[config.mk]
export PLATFORM = sky130hd
export DESIGN_NAME = halfsec_wdog
export DESIGN_NICKNAME = d
export VERILOG_FILES = /design/src/rtl/wdog_pkg.sv /design/src/rtl/wdog_prescale.sv /design/src/rtl/wdog_keyseq.sv /design/src/rtl/wdog_pdn.sv /design/src/rtl/halfsec_wdog.sv
export SDC_FILE = /design/constraint.sdc
export NUM_CORES = 1
export LEC_CHECK = 0
export ABC_AREA = 1
export BUFFER_PORTS_ARGS = -buffer_cell sky130_fd_sc_hd__buf_2
export CORE_ASPECT_RATIO = 1.25
export CORE_MARGIN = 2
export CORE_UTILIZATION = 61
export DETAILED_ROUTE_END_ITERATION = 6
export PLACE_DENSITY = 0.82
export SLEW_MARGIN = 20
export SYNTH_ARGS = -nofsm -noshare
export SYNTH_HDL_FRONTEND = slang
export SYNTH_HIERARCHICAL = 1
export SYNTH_SLANG_ARGS = --single-unit
[constraint.sdc]
create_clock -name clk -period 4.75 [get_ports clk]
set_input_delay 0.2375 -clock clk [delete_from_list [all_inputs] [get_ports clk]]
set_output_delay 0.2375 -clock clk [all_outputs]
set_load 0.02 [all_outputs]
[src/rtl/wdog_pkg.sv]
`timescale 1ns/1ps
package wdog_pkg;
    localparam logic [3:0]  ADR_CTRL = 4'h0;
    localparam logic [3:0]  ADR_SVC  = 4'h2;
    localparam logic [3:0]  ADR_STAT = 4'h4;
    localparam logic [3:0]  ADR_ICR  = 4'h6;
    localparam logic [3:0]  ADR_MISC = 4'h8;
    localparam logic [15:0] KEY_ARM  = 16'h5555;
    localparam logic [15:0] KEY_FIRE = 16'hAAAA;

    typedef enum logic {KEY_IDLE, KEY_ARMED} key_st_e;
endpackage

[src/rtl/wdog_prescale.sv]
`timescale 1ns/1ps
module wdog_prescale #(
    parameter int DIV = 16384
) (
    input  logic clk,
    input  logic rst_n,
    input  logic restart,
    output logic tick
);
    localparam int PW = (DIV > 1) ? $clog2(DIV) : 1;

    typedef struct packed {
        logic [PW-1:0] pre;
    } pre_st_t;

    pre_st_t s_d, s_q;

    always_comb begin
        s_d  = s_q;
        tick = (s_q.pre == PW'(DIV - 1));
        if (restart || tick) s_d.pre = '0;
        else                 s_d.pre = s_q.pre + PW'(1);
    end

    always_ff @(posedge clk or negedge rst_n) begin
        if (!rst_n) s_q <= '0;
        else        s_q <= s_d;
    end

    generate
        if (DIV > 1) begin : g_chk
            AST_TICK_AFTER_RESTART: assert property (@(posedge clk) disable iff (!rst_n)
                restart |=> !tick);
        end
    endgenerate
endmodule

[src/rtl/wdog_keyseq.sv]
`timescale 1ns/1ps
module wdog_keyseq
    import wdog_pkg::*;
(
    input  logic        clk,
    input  logic        rst_n,
    input  logic        svc_wr,
    input  logic [15:0] svc_data,
    output logic        reload
);
    key_st_e st_d, st_q;

    always_comb begin
        st_d   = st_q;
        reload = 1'b0;
        if (svc_wr) begin
            if (st_q == KEY_ARMED && svc_data == KEY_FIRE) begin
                reload = 1'b1;
                st_d   = KEY_IDLE;
            end else if (st_q == KEY_IDLE && svc_data == KEY_ARM) begin
                st_d = KEY_ARMED;
            end else begin
                st_d = KEY_IDLE;
            end
        end
    end

    always_ff @(posedge clk or negedge rst_n) begin
        if (!rst_n) st_q <= KEY_IDLE;
        else        st_q <= st_d;
    end

    AST_KEY_BACK_TO_IDLE: assert property (@(posedge clk) disable iff (!rst_n)
        reload |=> (st_q == KEY_IDLE));
    AST_KEY_HOLDS: assert property (@(posedge clk) disable iff (!rst_n)
        !svc_wr |=> $stable(st_q));
endmodule

[src/rtl/wdog_pdn.sv]
`timescale 1ns/1ps
module wdog_pdn #(
    parameter int PDN_TICKS = 32
) (
    input  logic clk,
    input  logic rst_n,
    input  logic tick,
    input  logic arm,
    output logic pulse
);
    localparam int PDN_W = $clog2(PDN_TICKS + 1);

    typedef struct packed {
        logic [PDN_W-1:0] cnt;
        logic             done;
        logic             pulse;
    } pdn_st_t;

    pdn_st_t s_d, s_q;

    always_comb begin
        s_d       = s_q;
        s_d.pulse = 1'b0;
        if (!s_q.done && tick) begin
            if (s_q.cnt == PDN_W'(PDN_TICKS - 1)) begin
                s_d.done  = 1'b1;
                s_d.pulse = arm;
            end else begin
                s_d.cnt = s_q.cnt + PDN_W'(1);
            end
        end
    end

    always_ff @(posedge clk or negedge rst_n) begin
        if (!rst_n) s_q <= '0;
        else        s_q <= s_d;
    end

    assign pulse = s_q.pulse;

    AST_PDN_SINGLE: assert property (@(posedge clk) disable iff (!rst_n)
        s_q.pulse |=> !s_q.pulse);
    AST_PDN_DONE_STAYS: assert property (@(posedge clk) disable iff (!rst_n)
        s_q.done |=> (s_q.done && !s_q.pulse));
endmodule

[src/rtl/halfsec_wdog.sv]
`timescale 1ns/1ps
module halfsec_wdog
    import wdog_pkg::*;
#(
    parameter int TICK_DIV  = 16384,
    parameter int RST_HOLD  = 4,
    parameter int PDN_TICKS = 32
) (
    input  logic        clk,
    input  logic        rst_n,
    input  logic        wr_en,
    input  logic [3:0]  addr,
    input  logic [15:0] wdata,
    output logic [15:0] rdata,
    input  logic        lp_mode,
    input  logic        wait_mode,
    output logic        sys_rst_req,
    output logic        ext_rst_n,
    output logic        irq
);
    localparam int TMO_W  = 8;
    localparam int CNT_W  = TMO_W + 1;
    localparam int HOLD_W = $clog2(RST_HOLD + 1);

    typedef struct packed {
        logic [TMO_W-1:0]  tmo;
        logic              wait_halt;
        logic              ext_n;
        logic              sw_n;
        logic              mode;
        logic              en;
        logic              lp_halt;
        logic              lock;
        logic [CNT_W-1:0]  cnt;
        logic [HOLD_W-1:0] hold;
        logic              tout;
        logic              ie;
        logic              ist;
        logic [TMO_W-1:0]  icnt;
        logic              pdn_en;
    } wd_st_t;

    wd_st_t s_d, s_q;

    logic tick, reload, restart, pdn_pulse;
    logic wr_ctrl, wr_svc, wr_icr, wr_misc;
    logic halted, run, start;
    logic [TMO_W-1:0] next_tmo;

    assign wr_ctrl = wr_en && (addr == ADR_CTRL);
    assign wr_svc  = wr_en && (addr == ADR_SVC);
    assign wr_icr  = wr_en && (addr == ADR_ICR);
    assign wr_misc = wr_en && (addr == ADR_MISC);

    assign halted   = (lp_mode && s_q.lp_halt) || (wait_mode && s_q.wait_halt);
    assign run      = s_q.en && !halted;
    assign start    = wr_ctrl && wdata[2] && !s_q.en;
    assign restart  = start || reload;
    assign next_tmo = wr_ctrl ? wdata[15:8] : s_q.tmo;

    wdog_prescale #(.DIV(TICK_DIV)) u_pre (
        .clk(clk), .rst_n(rst_n), .restart(restart), .tick(tick)
    );

    wdog_keyseq u_key (
        .clk(clk), .rst_n(rst_n), .svc_wr(wr_svc), .svc_data(wdata), .reload(reload)
    );

    wdog_pdn #(.PDN_TICKS(PDN_TICKS)) u_pdn (
        .clk(clk), .rst_n(rst_n), .tick(tick), .arm(s_q.pdn_en), .pulse(pdn_pulse)
    );

    always_comb begin
        s_d = s_q;
        if (s_q.hold != '0) s_d.hold = s_q.hold - HOLD_W'(1);

        if (wr_ctrl) begin
            s_d.tmo   = wdata[15:8];
            s_d.ext_n = wdata[5];
            s_d.sw_n  = wdata[4];
            s_d.mode  = wdata[3];
            if (wdata[2]) s_d.en = 1'b1;
            if (!s_q.lock) begin
                s_d.lp_halt   = wdata[0];
                s_d.wait_halt = wdata[7];
                s_d.lock      = 1'b1;
            end
        end

        if (wr_icr) begin
            s_d.ie   = wdata[15];
            s_d.icnt = wdata[7:0];
            if (wdata[14]) s_d.ist = 1'b0;
        end

        if (wr_misc && !wdata[0]) s_d.pdn_en = 1'b0;

        if (restart) begin
            s_d.cnt = {1'b0, next_tmo} + CNT_W'(1);
        end else if (tick && run) begin
            if (s_q.cnt == CNT_W'(1)) begin
                s_d.cnt  = {1'b0, s_q.tmo} + CNT_W'(1);
                s_d.hold = HOLD_W'(RST_HOLD);
                s_d.tout = 1'b1;
            end else begin
                s_d.cnt = s_q.cnt - CNT_W'(1);
            end
            if (s_q.ie && s_q.icnt != '0 && s_q.cnt == ({1'b0, s_q.icnt} + CNT_W'(1)))
                s_d.ist = 1'b1;
        end
    end

    always_ff @(posedge clk or negedge rst_n) begin
        if (!rst_n) begin
            s_q        <= '0;
            s_q.ext_n  <= 1'b1;
            s_q.sw_n   <= 1'b1;
            s_q.pdn_en <= 1'b1;
        end else begin
            s_q <= s_d;
        end
    end

    always_comb begin
        unique case (addr)
            ADR_CTRL: rdata = {s_q.tmo, s_q.wait_halt, 1'b0, s_q.ext_n, s_q.sw_n,
                               s_q.mode, s_q.en, 1'b0, s_q.lp_halt};
            ADR_STAT: rdata = {14'b0, s_q.tout, 1'b0};
            ADR_ICR:  rdata = {s_q.ie, s_q.ist, 6'b0, s_q.icnt};
            ADR_MISC: rdata = {15'b0, s_q.pdn_en};
            default:  rdata = 16'h0000;
        endcase
    end

    assign sys_rst_req = ((s_q.hold != '0) && !s_q.mode) || !s_q.sw_n;
    assign ext_rst_n   = !((s_q.hold != '0) && s_q.mode) && s_q.ext_n && !pdn_pulse;
    assign irq         = s_q.ist;

    AST_EN_STICKY: assert property (@(posedge clk) disable iff (!rst_n)
        s_q.en |=> s_q.en);
    AST_TOUT_STICKY: assert property (@(posedge clk) disable iff (!rst_n)
        s_q.tout |=> s_q.tout);
    AST_TOUT_DRIVES_HOLD: assert property (@(posedge clk) disable iff (!rst_n)
        $rose(s_q.tout) |-> (s_q.hold != '0));
    AST_LOCK_ONCE: assert property (@(posedge clk) disable iff (!rst_n)
        s_q.lock |=> $stable({s_q.lp_halt, s_q.wait_halt}));
    AST_HALT_FREEZE: assert property (@(posedge clk) disable iff (!rst_n)
        (s_q.en && halted && !reload) |=> $stable(s_q.cnt));
    AST_IRQ_W1C: assert property (@(posedge clk) disable iff (!rst_n)
        (wr_icr && wdata[14] && !(tick && run)) |=> !irq);
endmodule

==> impl_metrics.yaml <==
final_layout:
  layout-drive-gt1-share_pct: 17.44
  final_cell_mix: "nand2_1 (169), inv_1 (87), nor2_1 (72)"
  layout_commonest_cell: "nand2_1"
  antenna_cells: 0
  final_nets: 696
  synthToLayoutAreaGrowth_pct: 11.22
  fillers: 631
detailed_routing:
  first_pass_iters: 5
  vias: 4157
  wirelength_um: 10810
  postRouteAntennaNets: 0
  drc: 0
  drt_iter0_drc: 355
  wire_per_inst_um: 14.31
  viasPerCell: 5.506
timing:
  fmax_ghz: 0.4747
  setup_viol: 0
  worst_pin_slew_ns: 0.7975
  period_minus_slack_ns: 2.107
  relSlewSlack_pct: 46.83
  rsz0062_at_grt: "no"
  setup_tns_ns: 0
  fin_ws_ns: 2.643
  skew_ns: 0.01568
  hold_viol_final: 0
  post-route-period-util_pct: 44.35
  drv_slew: 0
setup_path:
  path_buf_inv: 1
  cp.required_ns: 5.05
  path_class: "reg2reg"
  start_kind: "flip-flop"
  crit_family: "simple AND/OR/NAND/NOR gates"
  slowest_stage: "dfrtp_1"
  end_kind: "flip-flop"
  cp_slowest_stage_delay_ns: 0.39
  worstPathCellList: "ha_1, nand2_2, nor2_4, nand3_1, nor2_1, nand4_1, inv_1, nand2_2, nor2_2, or2_1"
  crit_path_max_fanout: 7
  cpMostUsedCell: "nand2_2"
  cp.arrival_ns: 2.40
place:
  port_buffers: 43
  place_congestion: 0.9506
  pre_cts_ws_ns: 2.415
  dp_hpwl_um: 8301
pwr:
  combPwrFrac_pct: 18.1
  switching_share_pct: 32.35
  leakage_nw: 2.503
  power_frac_clock_pct: 38.7
  p_seq_share_pct: 43.2
  p_switching_mw: 0.4533
  ir_drop_v: 0.0002381
  pwr_density_cell_nw_per_um2: 294.2
  internal-power_mw: 0.9478
clock_network:
  root_buffer: "clkbuf_8"
  cts.path.max_buffers: 2
  cts_resized: 0
  htreeDepth: 3
  cts_buffers: 9
  clk_latency_ns: 0.36
  cts.sink_count: 62
  cts_tree: "built"
  clkSlewWorstSetupHoldPaths_ns: 0.08
  cts_setup_buffers: 0
  hold_buffers: 0
die:
  io-pin-count: 44
  dieWidth_um: 78.95
  start_util_pct: 62.15
  die_h_um: 97.68
  core_um2: 6892
  dieArea_um2: 7711
  rows: 34
grt:
  first_global_vias: 3923
  grtUsageTotal_pct: 29.66
  globalRouteOverflowTotal: 0
  grt_pass1_wl_um: 18050
  antenna_found_initial: 0
  grt_max_degree: 63
synth:
  synth_flop_cell: "dfrtp_1"
  ys_types: 36
  synth_area_um2: 4283
  async_flop_share_pct: 100.0
  syn_nets: 650
  syn_inst: 614
  yosysWarnings: 6
  synth_seq_cells: 62
  syn_avg_cell_area_um2: 6.975
  synth_edf_count: 0
  yosysSeqAreaShare_pct: 36.31
run_status:
  status: "complete, no violations"
hold_path:
  hold_path.class: "in2async"
flow_run:
  drv_cap: 0
==> metal layers <==
metal / vias up / GRT usage (%) / routed length [µm]
met5: - / 0 / 0
met1: 1930 / 35.76 / 4290
met4: 0 / 16.45 / 488
met2: 154 / 50.56 / 5468
met3: 40 / 3.903 / 558
li1: 2033 / - / -
==> cell type report <==
cell class	instances	area, µm²	share of cell area [%]
multi-input cells	449	2291	48.10
flip-flops and latches	62	1555	32.65
inverters	94	355.3	7.460
repair buffers	44	222.7	4.676
clock buffers	9	123.9	2.600
well taps	90	112.6	2.364
clock inverters	7	102.6	2.154
==> registers in the layout, summed over array words and instances, names as in the netlist <==
| signal | count |
|---|---|
| u_key/st_q | 1 |
| u_pdn/pulse | 1 |
| u_pre/s_q | 14 |
| s_q | 38 |
| u_pdn/s_q | 7 |
| irq | 1 |
==> path summary, 6_finish.rpt <==
| check | to | slack, ns | depth (start not counted) | from |
|---|---|---|---|---|
| worst max register to register | s_q[11] | 2.64 | 10 | u_pre/s_q[0] |
| worst max-delay path | s_q[11] | 2.64 | 10 | u_pre/s_q[0] |
| min in group clk | s_q[29] | 0.14 | 3 | wdata[5] |
| max in group asynchronous | u_pre/s_q[13] | 4.18 | 2 | rst_n |
| worst min register to register | s_q[24] | 0.47 | 2 | s_q[24] |
| worst min-delay path | u_pdn/s_q[6] | 0.05 | 2 | rst_n |
==> power groups by stage <==
stage,sequential [mW],clock (mW),combinational [mW]
6_report,0.605,0.543,0.253
5_1_grt,0.610,0.573,0.282
4_1_cts,0.604,0.548,0.249
3_5_place_dp,0.613,0,0.245
3_3_place_gp,0.612,0,0.239
2_1_floorplan,0.601,0,0.171
==> per-stage QoR <==
| step | instance area (µm²) | hold slack, ns | util, % | instances | power [mW] |
|---|---|---|---|---|---|
| 5_1_grt | 4763 | 0.1236 | 69.12 | 755 | 1.465 |
| 2_1_floorplan | 4283 | -0.05809 | - | 614 | 0.7728 |
| 3_5_place_dp | 4537 | 0.4538 | 65.83 | 739 | 0.8583 |
| 3_3_place_gp | 4537 | 0.4446 | 65.83 | 739 | 0.8519 |
| 4_1_cts | 4763 | 0.07381 | 69.12 | 755 | 1.401 |
| 6_report | 4763 | 0.05109 | 69.12 | 755 | 1.401 |
==> worst register-to-register path, delay by kind of cell, from the launching register on <==
| family | cells | cell delay [ns] |
|---|---|---|
| and+or+nand+nor | 8 | 1.22 |
| DFF | 1 | 0.39 |
| adders and majority gates | 1 | 0.24 |
| buffers and inverters | 1 | 0.19 |
==> logic make-up after synthesis <==
kind of cell    after synthesis  synth area share (%)
compound gates               56                 7.742
xor+xnor                     18                 3.681
fa+ha+maj                    11                 3.214
buf+inv                     103                 10.20
flops                        62                 36.31
simple gates                364                 38.85
==> cells in the mapped netlist, types with 10 or more instances <==
master     n  area [µm²]
nand4_1   20       125.1
ha_1      11       137.6
dfrtp_1   59        1476
a21oi_1   10       50.05
o21ai_0   27       135.1
nor2_1    72       270.3
nor2_2    16       100.1
inv_1     87       326.6
nand3_1   52       260.3
xor2_1    13       113.9
nand2_1  169       634.4
nand2_2   11       68.82
(Power assumes the default switching activity.)
